==> src/rtl/dma_chain_pkg.sv <==
package dma_chain_pkg;

  // Status word bit positions
  localparam int CS_ACTIVE = 0;
  localparam int CS_INT    = 2;
  localparam int CS_PAUSED = 4;
  localparam int CS_HELD   = 5;
  localparam int CS_ERR    = 8;
  localparam int CS_ABORT  = 30;
  localparam int CS_RESET  = 31;

  // Control-block flags word bit positions
  localparam int TI_INTEN = 0;
  localparam int TI_DINC  = 4;
  localparam int TI_DPACE = 6;
  localparam int TI_SINC  = 8;
  localparam int TI_SPACE = 10;
  localparam int TI_PSEL  = 16;

  // Register window offsets
  localparam logic [4:0] OFF_CS  = 5'h00;
  localparam logic [4:0] OFF_CBA = 5'h04;
  localparam logic [4:0] OFF_SRC = 5'h0C;
  localparam logic [4:0] OFF_DST = 5'h10;
  localparam logic [4:0] OFF_NXT = 5'h1C;

  // Control-block word indices that are fetched (padding is never read)
  localparam int          FIDX_W = 3;
  localparam logic [2:0]  W_TI   = 3'd0;
  localparam logic [2:0]  W_SRC  = 3'd1;
  localparam logic [2:0]  W_DST  = 3'd2;
  localparam logic [2:0]  W_LEN  = 3'd3;
  localparam logic [2:0]  W_NXT  = 3'd5;
  localparam logic [2:0]  W_LAST = 3'd5;

  typedef enum logic [2:0] {
    ST_IDLE,
    ST_FETCH,
    ST_READ,
    ST_WRITE,
    ST_DONE
  } seq_state_e;

  typedef struct packed {
    logic inten;
    logic dinc;
    logic dpace;
    logic sinc;
    logic space;
  } xfer_flags_t;

endpackage

==> src/rtl/dma_chain_pace.sv <==
module dma_chain_pace #(
  parameter int NUM_DREQ = 8,
  parameter int PSEL_W   = 3
) (
  input  logic [NUM_DREQ-1:0] dreq_i,
  input  logic [PSEL_W-1:0]   sel_i,
  output logic                hit_o
);

  localparam int SPAN = 1 << PSEL_W;

  logic [SPAN-1:0] lines;

  generate
    if (SPAN == NUM_DREQ) begin : g_exact
      assign lines = dreq_i;
    end else begin : g_padded
      assign lines = {{(SPAN - NUM_DREQ){1'b0}}, dreq_i};
    end
  endgenerate

  assign hit_o = lines[sel_i];

endmodule

==> src/rtl/dma_chain_seq.sv <==
module dma_chain_seq
  import dma_chain_pkg::*;
#(
  parameter int ADDR_W   = 32,
  parameter int NUM_DREQ = 8
) (
  input  logic              clk,
  input  logic              rst_n,
  input  logic              srst_i,
  input  logic              active_i,
  input  logic              abort_i,
  input  logic [ADDR_W-1:0] cba_i,
  input  logic [NUM_DREQ-1:0] dreq_i,
  output logic              mem_req_o,
  output logic              mem_we_o,
  output logic [ADDR_W-1:0] mem_addr_o,
  output logic [31:0]       mem_wdata_o,
  input  logic              mem_ack_i,
  input  logic              mem_err_i,
  input  logic [31:0]       mem_rdata_i,
  output logic [ADDR_W-1:0] src_o,
  output logic [ADDR_W-1:0] dst_o,
  output logic [ADDR_W-1:0] nxt_o,
  output logic              held_o,
  output logic              blk_done_o,
  output logic              blk_int_o,
  output logic              chain_end_o,
  output logic              fault_o
);

  localparam int PSEL_W = (NUM_DREQ > 1) ? $clog2(NUM_DREQ) : 1;
  localparam logic [ADDR_W-1:0] STEP = ADDR_W'(4);

  seq_state_e        state_q, state_d;
  logic              req_q, req_d;
  logic [FIDX_W-1:0] fidx_q, fidx_d;
  logic [ADDR_W-1:0] fptr_q, fptr_d;
  xfer_flags_t       flags_q, flags_d;
  logic [PSEL_W-1:0] psel_q, psel_d;
  logic [ADDR_W-1:0] src_q, src_d;
  logic [ADDR_W-1:0] dst_q, dst_d;
  logic [31:0]       len_q, len_d;
  logic [ADDR_W-1:0] nxt_q, nxt_d;
  logic [31:0]       data_q, data_d;

  logic dreq_hit;
  logic pace_ok;
  logic resp;
  logic fault;

  dma_chain_pace #(
    .NUM_DREQ (NUM_DREQ),
    .PSEL_W   (PSEL_W)
  ) u_pace (
    .dreq_i (dreq_i),
    .sel_i  (psel_q),
    .hit_o  (dreq_hit)
  );

  assign pace_ok = (state_q == ST_WRITE) ? (!flags_q.dpace || dreq_hit)
                                         : (!flags_q.space || dreq_hit);
  assign resp    = req_q && mem_ack_i;
  assign fault   = resp && mem_err_i;

  // Next-state process
  always_comb begin
    state_d = state_q;
    req_d   = req_q;
    fidx_d  = fidx_q;
    fptr_d  = fptr_q;
    flags_d = flags_q;
    psel_d  = psel_q;
    src_d   = src_q;
    dst_d   = dst_q;
    len_d   = len_q;
    nxt_d   = nxt_q;
    data_d  = data_q;

    unique case (state_q)
      ST_IDLE: begin
        if (active_i) begin
          state_d = ST_FETCH;
          fidx_d  = '0;
          fptr_d  = cba_i;
        end
      end
      ST_FETCH: begin
        if (!req_q) begin
          req_d = active_i;
        end else if (mem_ack_i) begin
          req_d  = 1'b0;
          fptr_d = fptr_q + STEP;
          fidx_d = fidx_q + 1'b1;
          if (!mem_err_i) begin
            unique case (fidx_q)
              W_TI: begin
                flags_d.inten = mem_rdata_i[TI_INTEN];
                flags_d.dinc  = mem_rdata_i[TI_DINC];
                flags_d.dpace = mem_rdata_i[TI_DPACE];
                flags_d.sinc  = mem_rdata_i[TI_SINC];
                flags_d.space = mem_rdata_i[TI_SPACE];
                psel_d        = mem_rdata_i[TI_PSEL +: PSEL_W];
              end
              W_SRC: src_d = mem_rdata_i[ADDR_W-1:0];
              W_DST: dst_d = mem_rdata_i[ADDR_W-1:0];
              W_LEN: len_d = mem_rdata_i;
              W_NXT: nxt_d = mem_rdata_i[ADDR_W-1:0];
              default: ;
            endcase
          end
          if (fidx_q == W_LAST) begin
            state_d = (len_q == 32'd0) ? ST_DONE : ST_READ;
          end
        end
      end
      ST_READ: begin
        if (!req_q) begin
          if (active_i && abort_i)       state_d = ST_DONE;
          else if (active_i && pace_ok)  req_d   = 1'b1;
        end else if (mem_ack_i) begin
          req_d   = 1'b0;
          data_d  = mem_rdata_i;
          state_d = ST_WRITE;
        end
      end
      ST_WRITE: begin
        if (!req_q) begin
          if (active_i && abort_i)       state_d = ST_DONE;
          else if (active_i && pace_ok)  req_d   = 1'b1;
        end else if (mem_ack_i) begin
          req_d = 1'b0;
          len_d = len_q - 32'd4;
          if (flags_q.sinc) src_d = src_q + STEP;
          if (flags_q.dinc) dst_d = dst_q + STEP;
          state_d = (len_q <= 32'd4) ? ST_DONE : ST_READ;
        end
      end
      ST_DONE:  state_d = ST_IDLE;
      default:  state_d = ST_IDLE;
    endcase

    if (fault) begin
      state_d = ST_IDLE;
      req_d   = 1'b0;
      len_d   = len_q;
      src_d   = src_q;
      dst_d   = dst_q;
    end

    if (srst_i) begin
      state_d = ST_IDLE;
      req_d   = 1'b0;
      fidx_d  = '0;
      fptr_d  = '0;
      flags_d = '0;
      psel_d  = '0;
      src_d   = '0;
      dst_d   = '0;
      len_d   = '0;
      nxt_d   = '0;
      data_d  = '0;
    end
  end

  // Register process
  always_ff @(posedge clk or negedge rst_n) begin
    if (!rst_n) begin
      state_q <= ST_IDLE;
      req_q   <= 1'b0;
      fidx_q  <= '0;
      fptr_q  <= '0;
      flags_q <= '0;
      psel_q  <= '0;
      src_q   <= '0;
      dst_q   <= '0;
      len_q   <= '0;
      nxt_q   <= '0;
      data_q  <= '0;
    end else begin
      state_q <= state_d;
      req_q   <= req_d;
      fidx_q  <= fidx_d;
      fptr_q  <= fptr_d;
      flags_q <= flags_d;
      psel_q  <= psel_d;
      src_q   <= src_d;
      dst_q   <= dst_d;
      len_q   <= len_d;
      nxt_q   <= nxt_d;
      data_q  <= data_d;
    end
  end

  always_comb begin
    unique case (state_q)
      ST_FETCH: mem_addr_o = fptr_q;
      ST_READ:  mem_addr_o = src_q;
      ST_WRITE: mem_addr_o = dst_q;
      default:  mem_addr_o = '0;
    endcase
  end

  assign mem_req_o   = req_q;
  assign mem_we_o    = (state_q == ST_WRITE);
  assign mem_wdata_o = data_q;
  assign src_o       = src_q;
  assign dst_o       = dst_q;
  assign nxt_o       = nxt_q;
  assign held_o      = active_i && !abort_i && !req_q && !pace_ok &&
                       ((state_q == ST_READ) || (state_q == ST_WRITE));
  assign blk_done_o  = (state_q == ST_DONE);
  assign blk_int_o   = flags_q.inten && !abort_i;
  assign chain_end_o = (nxt_q == '0);
  assign fault_o     = fault;

  // no request starts while the channel is paused
  a_r7_no_issue_paused: assert property (@(posedge clk) disable iff (!rst_n)
    (!req_q && !active_i) |=> !req_q);

  // a pending request keeps address and direction until acknowledged
  a_r11_req_hold: assert property (@(posedge clk) disable iff (!rst_n)
    (req_q && !mem_ack_i && !srst_i) |=> (req_q && $stable(mem_addr_o) && $stable(mem_we_o)));

  // a paced read waits for its selected request line
  a_r6_pace_wait: assert property (@(posedge clk) disable iff (!rst_n)
    (state_q == ST_READ && flags_q.space && !dreq_hit && !req_q) |=> !req_q);

  // a destination without increment keeps its address after each word
  a_r3_fixed_dst: assert property (@(posedge clk) disable iff (!rst_n)
    (state_q == ST_WRITE && resp && !mem_err_i && !flags_q.dinc && !srst_i)
      |=> (dst_q == $past(dst_q)));

endmodule

==> src/rtl/dma_chain_regs.sv <==
module dma_chain_regs
  import dma_chain_pkg::*;
#(
  parameter int ADDR_W = 32
) (
  input  logic              clk,
  input  logic              rst_n,
  input  logic              reg_we,
  input  logic [4:0]        reg_addr,
  input  logic [31:0]       reg_wdata,
  output logic [31:0]       reg_rdata,
  input  logic              blk_done_i,
  input  logic              blk_int_i,
  input  logic              chain_end_i,
  input  logic              fault_i,
  input  logic              held_i,
  input  logic [ADDR_W-1:0] nxt_i,
  input  logic [ADDR_W-1:0] src_i,
  input  logic [ADDR_W-1:0] dst_i,
  output logic              srst_o,
  output logic              active_o,
  output logic              abort_o,
  output logic [ADDR_W-1:0] cba_o,
  output logic              irq_o
);

  logic              active_q, active_d;
  logic              int_q, int_d;
  logic              err_q, err_d;
  logic              abort_q, abort_d;
  logic [ADDR_W-1:0] cba_q, cba_d;

  logic cs_wr;
  logic cba_wr;

  assign cs_wr  = reg_we && (reg_addr == OFF_CS);
  assign cba_wr = reg_we && (reg_addr == OFF_CBA);
  assign srst_o = cs_wr && reg_wdata[CS_RESET];

  // Next-state process: sequencer events take priority over software writes
  always_comb begin
    active_d = active_q;
    int_d    = int_q;
    err_d    = err_q;
    abort_d  = abort_q;
    cba_d    = cba_q;

    if (cs_wr) begin
      active_d = reg_wdata[CS_ACTIVE];
      abort_d  = reg_wdata[CS_ABORT] && reg_wdata[CS_ACTIVE];
      if (reg_wdata[CS_INT]) int_d = 1'b0;
    end
    if (cba_wr) cba_d = reg_wdata[ADDR_W-1:0];

    if (blk_done_i) begin
      cba_d   = nxt_i;
      abort_d = 1'b0;
      if (chain_end_i) active_d = 1'b0;
      if (blk_int_i)   int_d    = 1'b1;
    end
    if (fault_i) begin
      err_d    = 1'b1;
      active_d = 1'b0;
    end

    if (srst_o) begin
      active_d = 1'b0;
      int_d    = 1'b0;
      err_d    = 1'b0;
      abort_d  = 1'b0;
      cba_d    = '0;
    end
  end

  always_ff @(posedge clk or negedge rst_n) begin
    if (!rst_n) begin
      active_q <= 1'b0;
      int_q    <= 1'b0;
      err_q    <= 1'b0;
      abort_q  <= 1'b0;
      cba_q    <= '0;
    end else begin
      active_q <= active_d;
      int_q    <= int_d;
      err_q    <= err_d;
      abort_q  <= abort_d;
      cba_q    <= cba_d;
    end
  end

  always_comb begin
    reg_rdata = '0;
    unique case (reg_addr)
      OFF_CS: begin
        reg_rdata[CS_ACTIVE] = active_q;
        reg_rdata[CS_INT]    = int_q;
        reg_rdata[CS_PAUSED] = !active_q;
        reg_rdata[CS_HELD]   = held_i;
        reg_rdata[CS_ERR]    = err_q;
      end
      OFF_CBA: reg_rdata[ADDR_W-1:0] = cba_q;
      OFF_SRC: reg_rdata[ADDR_W-1:0] = src_i;
      OFF_DST: reg_rdata[ADDR_W-1:0] = dst_i;
      OFF_NXT: reg_rdata[ADDR_W-1:0] = nxt_i;
      default: ;
    endcase
  end

  assign active_o = active_q;
  assign abort_o  = abort_q;
  assign cba_o    = cba_q;
  assign irq_o    = int_q;

  // completing the last block of a chain stops the channel
  a_r4_chain_end: assert property (@(posedge clk) disable iff (!rst_n)
    (blk_done_i && chain_end_i) |=> !active_q);

  // an enabled block completion raises the interrupt
  a_r5_int_set: assert property (@(posedge clk) disable iff (!rst_n)
    (blk_done_i && blk_int_i && !srst_o) |=> int_q);

  // an error response stops the channel and is recorded
  a_r9_fault_stops: assert property (@(posedge clk) disable iff (!rst_n)
    (fault_i && !srst_o) |=> (!active_q && err_q));

  // soft reset clears the register state at one edge
  a_r10_soft_reset: assert property (@(posedge clk) disable iff (!rst_n)
    srst_o |=> (!active_q && !int_q && !err_q && !abort_q && cba_q == '0));

endmodule

==> src/rtl/dma_chain_chan.sv <==
module dma_chain_chan
  import dma_chain_pkg::*;
#(
  parameter int ADDR_W   = 32,
  parameter int NUM_DREQ = 8
) (
  input  logic                clk,
  input  logic                rst_n,
  input  logic                reg_we,
  input  logic [4:0]          reg_addr,
  input  logic [31:0]         reg_wdata,
  output logic [31:0]         reg_rdata,
  output logic                mem_req,
  output logic                mem_we,
  output logic [ADDR_W-1:0]   mem_addr,
  output logic [31:0]         mem_wdata,
  input  logic                mem_ack,
  input  logic                mem_err,
  input  logic [31:0]         mem_rdata,
  input  logic [NUM_DREQ-1:0] dreq,
  output logic                irq
);

  // Asynchronous assert, synchronous release
  logic [1:0] rst_sync_q;
  logic       rst_n_s;

  always_ff @(posedge clk or negedge rst_n) begin
    if (!rst_n) rst_sync_q <= 2'b00;
    else        rst_sync_q <= {rst_sync_q[0], 1'b1};
  end
  assign rst_n_s = rst_sync_q[1];

  logic              srst;
  logic              active;
  logic              abort;
  logic [ADDR_W-1:0] cba;
  logic [ADDR_W-1:0] src;
  logic [ADDR_W-1:0] dst;
  logic [ADDR_W-1:0] nxt;
  logic              held;
  logic              blk_done;
  logic              blk_int;
  logic              chain_end;
  logic              fault;

  dma_chain_regs #(
    .ADDR_W (ADDR_W)
  ) u_regs (
    .clk         (clk),
    .rst_n       (rst_n_s),
    .reg_we      (reg_we),
    .reg_addr    (reg_addr),
    .reg_wdata   (reg_wdata),
    .reg_rdata   (reg_rdata),
    .blk_done_i  (blk_done),
    .blk_int_i   (blk_int),
    .chain_end_i (chain_end),
    .fault_i     (fault),
    .held_i      (held),
    .nxt_i       (nxt),
    .src_i       (src),
    .dst_i       (dst),
    .srst_o      (srst),
    .active_o    (active),
    .abort_o     (abort),
    .cba_o       (cba),
    .irq_o       (irq)
  );

  dma_chain_seq #(
    .ADDR_W   (ADDR_W),
    .NUM_DREQ (NUM_DREQ)
  ) u_seq (
    .clk         (clk),
    .rst_n       (rst_n_s),
    .srst_i      (srst),
    .active_i    (active),
    .abort_i     (abort),
    .cba_i       (cba),
    .dreq_i      (dreq),
    .mem_req_o   (mem_req),
    .mem_we_o    (mem_we),
    .mem_addr_o  (mem_addr),
    .mem_wdata_o (mem_wdata),
    .mem_ack_i   (mem_ack),
    .mem_err_i   (mem_err),
    .mem_rdata_i (mem_rdata),
    .src_o       (src),
    .dst_o       (dst),
    .nxt_o       (nxt),
    .held_o      (held),
    .blk_done_o  (blk_done),
    .blk_int_o   (blk_int),
    .chain_end_o (chain_end),
    .fault_o     (fault)
  );

endmodule

==> config.mk <==
export PLATFORM = sky130hd
export DESIGN_NAME = dma_chain_chan
export DESIGN_NICKNAME = d
export VERILOG_FILES = /design/src/rtl/dma_chain_pkg.sv /design/src/rtl/dma_chain_pace.sv /design/src/rtl/dma_chain_seq.sv /design/src/rtl/dma_chain_regs.sv /design/src/rtl/dma_chain_chan.sv
export SDC_FILE = /design/constraint.sdc
export NUM_CORES = 1
export LEC_CHECK = 0
export BUFFER_PORTS_ARGS = -buffer_cell sky130_fd_sc_hd__buf_2
export CAP_MARGIN = 20
export CORE_ASPECT_RATIO = 1.4
export CORE_MARGIN = 5
export CORE_UTILIZATION = 40
export CTS_BUF_LIST = sky130_fd_sc_hd__clkbuf_16
export CTS_CLUSTER_SIZE = 16
export DETAILED_ROUTE_END_ITERATION = 16
export HOLD_SLACK_MARGIN = 0.1
export PLACE_DENSITY = 0.54
export SLEW_MARGIN = 5
export SYNTH_ARGS = -nofsm -noshare
export SYNTH_HDL_FRONTEND = slang
export SYNTH_SLANG_ARGS = --single-unit
==> constraint.sdc <==
create_clock -name clk -period 12 [get_ports clk]
set_clock_uncertainty 0.2 [all_clocks]
set_input_delay 1.2 -clock clk [delete_from_list [all_inputs] [get_ports clk]]
set_output_delay 1.2 -clock clk [all_outputs]
set_load 0.1 [all_outputs]
---- Yosys cells after proc, flatten, opt, wreduce, memory -nomap -nowiden ----
Index checks and enable logic that the tools add are counted.
word-level totals
  register bits ........................... 245
  latch bits .............................. 0
  memory bits (writable) .................. 0
  bits in read-only memories .............. 0
  input bits .............................. 82
  output and inout bits ................... 99
  logic and storage cells ................. 220
  memories ................................ 0
cells by class
  add/sub/neg operators ................... 5
  $mul .................................... 0
  div/mod/pow operators ................... 0
  order comparisons ....................... 2
  eq/ne operators ......................... 31
  shifts and indexed selects .............. 0
  muxes and demuxes ....................... 113
  bitwise operators ....................... 0
  reduce and logical (&&, ||, !) cells .... 48
operators by type and width
  operator                                                                 number
  32-bit 2-to-1 mux                                                        43
  32-bit one-hot mux with 2 select lines                                   4
  32-bit by 3-bit adder with 32-bit output, second input constant          3
  32-bit one-hot mux with 3 select lines                                   1
  23-bit one-hot mux with 4 select lines                                   1
  3-bit 2-to-1 mux                                                         23
  32-bit zero test                                                         2
  32-bit by 3-bit <= comparator with 1-bit output, second input constant   1
  32-bit by 3-bit subtractor with 32-bit output, second input constant     1
  5-bit 2-to-1 mux                                                         6
  1-bit 2-to-1 mux                                                         24
  9-bit AND reduction                                                      2
  3-bit inequality test, second input constant                             5
  1-bit one-hot mux with 5 select lines                                    3
  2-bit nonzero test                                                       7
  1-bit logical AND                                                        13
  3-bit by 2-bit equality test with 1-bit output, second input constant    4
  3-bit by 1-bit inequality test with 1-bit output, second input constant  4
  4-bit by 3-bit inequality test with 1-bit output, second input constant  3
  3-bit one-hot mux with 4 select lines                                    1
  3-bit nonzero test                                                       4
  5-bit equality test, second input constant                               2
  5-bit inequality test, second input constant                             2
  2-bit one-hot mux with 5 select lines                                    1
  26 further kinds                                                         39

---- Logic depth before layout (Yosys ltp) ----
  word-level depth ........................ 11
  mapped depth ............................ 9
  gate-level depth less buffers ........... 7

---- Hierarchy ----
Synthesis repeated with hierarchy kept, for this count alone.
second synthesis, totals
  cells, all modules ...................... 1888
  area, all modules ....................... 15680.0 um2
modules (own cells, without submodules)
  module          times used  cells each  area an instance (um2)  sequential area each (um2)
  dma_chain_seq   1           1511        12281.8                 5180.0
  dma_chain_regs  1           371         3280.6                  900.9
  dma_chain_pace  1           3           63.8                    0.0
  dma_chain_chan  1           3           53.8                    50.0

---- Worst setup path before layout ----
OpenSTA, ideal clock, no wires.
  kind .................................... input to output
  start point ............................. in reg_addr[4]
  end point ............................... out reg_rdata[10]
  arrival time ............................ 4.477 ns
  data required time ...................... 10.600 ns
  setup slack ............................. 6.123 ns
  stages .................................. 5
  buffers on the path ..................... 3
  cells stage by stage .................... clkbuf_1 > buf_1 > buf_1 > mux2i_1 > o21ai_0
on the way
  word-level cells in the longest chain between the ends .. 2
  elaborated cells on any way between the ends .. 5
  those cells by class .................... eq/ne: 4; mux: 1
ends and longest elaborated chain
  what                                         RTL line              text
  start: declaration                           dma_chain_chan.sv:10  input logic [4:0] reg_addr,
  5-bit equality test (tied with other cells)  dma_chain_regs.sv:93  unique case (reg_addr)
  23-bit one-hot mux with 4 select lines *     dma_chain_regs.sv:93
  end: declaration                             dma_chain_chan.sv:12  output logic [31:0] reg_rdata,
Every way passes the cells marked *; elsewhere a longest branch is shown, timed or not.

---- Worst setup path in the final report ----
  start point ............................. reg u_seq.state_q[1]
  end point ............................... out reg_rdata[5]
on the way
  word-level cells in the longest chain between the ends .. 6
  elaborated cells on any way between the ends .. 8
  those cells by class .................... eq/ne: 2; mux: 2; reduce/logical: 4
ends and longest elaborated chain
  what                                            RTL line                                   text
  start: declaration                              dma_chain_seq.sv:34                        seq_state_e state_q, state_d;
  start signal: assignment                        dma_chain_seq.sv:180                       state_q <= state_d;
  3-bit by 2-bit equality test with 1-bit output  dma_chain_seq.sv:60, dma_chain_seq.sv:210
  1-bit 2-to-1 mux                                dma_chain_seq.sv:60                        assign pace_ok = (state_q == ST_WRITE) ? (!flags_q.dpace || dreq_hit)
  1-bit zero test                                 dma_chain_seq.sv:209                       assign held_o = active_i && !abort_i && !req_q && !pace_ok &&
  1-bit logical AND                               dma_chain_seq.sv:209
  1-bit logical AND *                             dma_chain_seq.sv:209
  2-bit one-hot mux with 5 select lines *         dma_chain_regs.sv:93
Marks and branches as above.

==> flow_metrics.env <==
export IMPL_final_nets=2048
export IMPL_grt_pass1_wl_mm=97.6
export IMPL_holdPathEnd="rst_sync_q[1]"
export IMPL_antenna_found_initial=0
export IMPL_num_antenna_cells=0
export IMPL_ant_nets=0
export IMPL_drv_max_cap_violation_count=0
export IMPL_syn_area_sq_um=15400
export IMPL_critPathCaptureType="primary output"
export IMPL_ir_drop_uv=171
export IMPL_slowest_delay_ps=620
export IMPL_fin_crit_ps=5050
export IMPL_crit_arrival_ps=3650
export IMPL_powerDensity_nw_per_um2=268
export IMPL_dp_cells=2401
export IMPL_die_w_um=176
export IMPL_via_per_inst=6.47
export IMPL_status="complete, no violations"
export IMPL_synth_avg_cell_area_sq_um=8.29
export IMPL_instances_no_fill=2454
export IMPL_fin_util_pct=46.2
export IMPL_postCtsHoldBufs=0
export IMPL_place_hpwl_mm=46.7
export IMPL_setup_viol=0
export IMPL_min_delay_path_depth=0
export IMPL_root_buffer="clkbuf_16"
export IMPL_slew_violations=0
export IMPL_finalHoldViolations=0
export IMPL_coreArea_sq_um=38300
export IMPL_r2r_end="u_seq.len_q[30]"
export IMPL_grtUsageTotal_pct=29.4
export IMPL_p_leak_nw=7.74
export IMPL_synthArstFlopShare_pct=100
export IMPL_area_delta_synth_final_pct=14.6
export IMPL_port_buffers=180
export IMPL_syn_inst=1861
export IMPL_seq_area_frac_synth_pct=39.8
export IMPL_start_util_pct=40.3
export IMPL_cts_inserted_buffers=29
export IMPL_ctsLongestPathBuffers=3
export IMPL_htree_levels=1
export IMPL_synth_nets=1953
export IMPL_clock_sink_count=245
export IMPL_hold_path_class="reg -> reg"
export IMPL_io_pins=181
export IMPL_min_from="rst_sync_q[0]"
export IMPL_crit_path_cell_trace="buf_4, nor2b_1, nor3b_1, nand4_1, o211ai_1, buf_2"
export IMPL_r2r_cells=5
export IMPL_dieArea_sq_um=42600
export IMPL_synth_ff_type="dfrtp_1"
export IMPL_gp_congestion=0.939
export IMPL_wl_per_cell_um=26.4
export IMPL_drtPass1Iterations=7
export IMPL_cts_tree="built"
export IMPL_grt_ovfl_total=0
export IMPL_max_slew_margin_pct=25.8
export IMPL_r2r_start="u_seq.mem_req_o"
export IMPL_rsz0062_at_grt="false"
export IMPL_crit_path_max_fanout=36
export IMPL_synth_edf_count=0
export IMPL_post_cts_buffers=0
export IMPL_first_iter_violations=1770
export IMPL_grt_pass1_vias=15300
export IMPL_maxClockFrequency_mhz=198
export IMPL_nFillCells=3840
export IMPL_die_y_um=242
export IMPL_clk_insertion_delay_late_ps=590
export IMPL_crit_slowest_cell="dfrtp_2"
export IMPL_synth_seq_cells=245
export IMPL_yosysWarnings=0
export IMPL_period_share_pct=42.1
export IMPL_crit_required_ps=10600
export IMPL_cts_resized=0
export IMPL_routed_wl_mm=64.8
export IMPL_r2r_setup_slack_ps=8350
export IMPL_worstSetupPathType="reg -> out"
export IMPL_cts_clk_slew_worst_paths_ps=60
export IMPL_finalSetupTns_ps=0
export IMPL_ys_types=79
export IMPL_layout_drive_gt1_share_pct=16.7
export IMPL_via_count=15900
export IMPL_grt_max_degree=72
export IMPL_rows=85
export IMPL_cp_start_kind="flip-flop"
export IMPL_worstMarginPinSlew_ps=1110
export IMPL_drc=0
-- flip-flops by register name, indices dropped and copies added, names as in the netlist, 2 cells and up --
name and flops:
u_seq.src_o 32, u_seq.mem_wdata_o 32, u_seq.fidx_q 3, u_seq.state_q 3
u_seq.flags_q 5, rst_sync_q 2, u_seq.fptr_q 32, u_regs.cba_o 32
u_seq.nxt_o 32, u_seq.psel_q 3, u_seq.len_q 32, u_seq.dst_o 32
-- cells in the final DEF, fill, tap and decap left out, drive strengths merged, types with 12 or more instances in the layout --
cell type	count
nand2	320
nand4	34
mux2i	62
a21oi	118
nand3	55
and3	33
and2	22
or3	13
a211oi	18
dfrtp	245
o31ai	48
buf	219
a22o	33
nor2	134
mux2	33
nor3	57
inv	19
o211ai	12
o21ai	161
a22oi	73
nor4	36
a31oi	22
clkbuf	29
-- kinds of logic after synthesis --
kind of cell    synth area share [%]
compound gates                  25.1
xor+xnor                       0.227
fa+ha+maj                      0.811
buf+inv                         4.39
flops                           39.8
mux                             6.73
other cells                   0.0243
simple gates                    22.9
-- critical path: cells and delay by family (launching register included) --
family / cells / cell delay (ps)
simple gates: 3 / 1070
compound gates: 1 / 370
flops: 1 / 620
buf+inv: 2 / 1000
-- power by group --
part	switching, mW	internal, mW
clock network	0.385	0.588
logic	1.56	0.549
registers	0.531	1.13
total	2.47	2.27
-- synthesized netlist by cell type (10+ instances only) --
library cell	count	area (sq um)
a211oi_1	16	120
a21oi_1	117	586
a22o_1	33	289
a22oi_1	73	548
a31oi_1	22	138
and2_1	22	138
and3_1	33	206
buf_1	12	45.0
buf_2	31	155
clkbuf_1	111	417
dfrtp_1	245	6130
ha_1	10	125
inv_1	14	52.6
mux2_2	33	372
mux2i_1	62	621
nand2_1	320	1200
nand3_1	55	275
nand4_1	34	213
nor2_1	133	499
nor3_1	57	285
nor4_1	30	188
o211ai_1	12	90.1
o21ai_0	160	801
o31ai_1	48	360
or3_1	13	81.3
-- worst max path at each step --
| stage | startpoint | to | slack, ps | cells after the start |
|---|---|---|---|---|
| 4_1_cts | u_seq.state_q[1] | reg_rdata[5] | 7020 | 6 |
| 6_report | u_seq.state_q[1] | reg_rdata[5] | 6950 | 6 |
| 5_1_grt | reg_addr[4] | reg_rdata[25] | 6930 | 7 |
| 2_1_floorplan | rst_sync_q[1] | u_regs.abort_o | 4470 | 0 |
| 3_5_place_dp | reg_addr[4] | reg_rdata[27] | 7080 | 7 |
| 3_3_place_gp | reg_addr[4] | reg_rdata[25] | 7150 | 7 |
-- metrics by stage --
stage                     hold slack, ps  total power, mW  area [sq um]  worst slack [ps]
after global placement               138             3.71         16600              7150
after detailed placement             140             3.73         16600              7080
final                                149             4.74         17700              6950
after CTS                            151             4.71         17700              7020
after floorplan                      131             3.10         15400              4470
after global routing                 166             4.95         17700              6930
-- metal layers --
metal	global-route usage (%)	part of all wire, %
met1	38.7	39
met2	47.9	48
met3	4.12	7.9
met4	14.1	5.4
met5	0	0
-- layout make-up --
| type | instances | area, sq um | area share (%) |
|---|---|---|---|
| Tap cell | 478 | 598 | 3.38 |
| Inverter | 14 | 52.6 | 0.297 |
| Clock inverter | 22 | 289 | 1.64 |
| Sequential cell | 245 | 6140 | 34.7 |
| Timing Repair Buffer | 219 | 1190 | 6.74 |
| Clock buffer | 29 | 726 | 4.11 |
| Multi-Input combinational cell | 1447 | 8680 | 49.1 |
(Power assumes the default switching activity.)
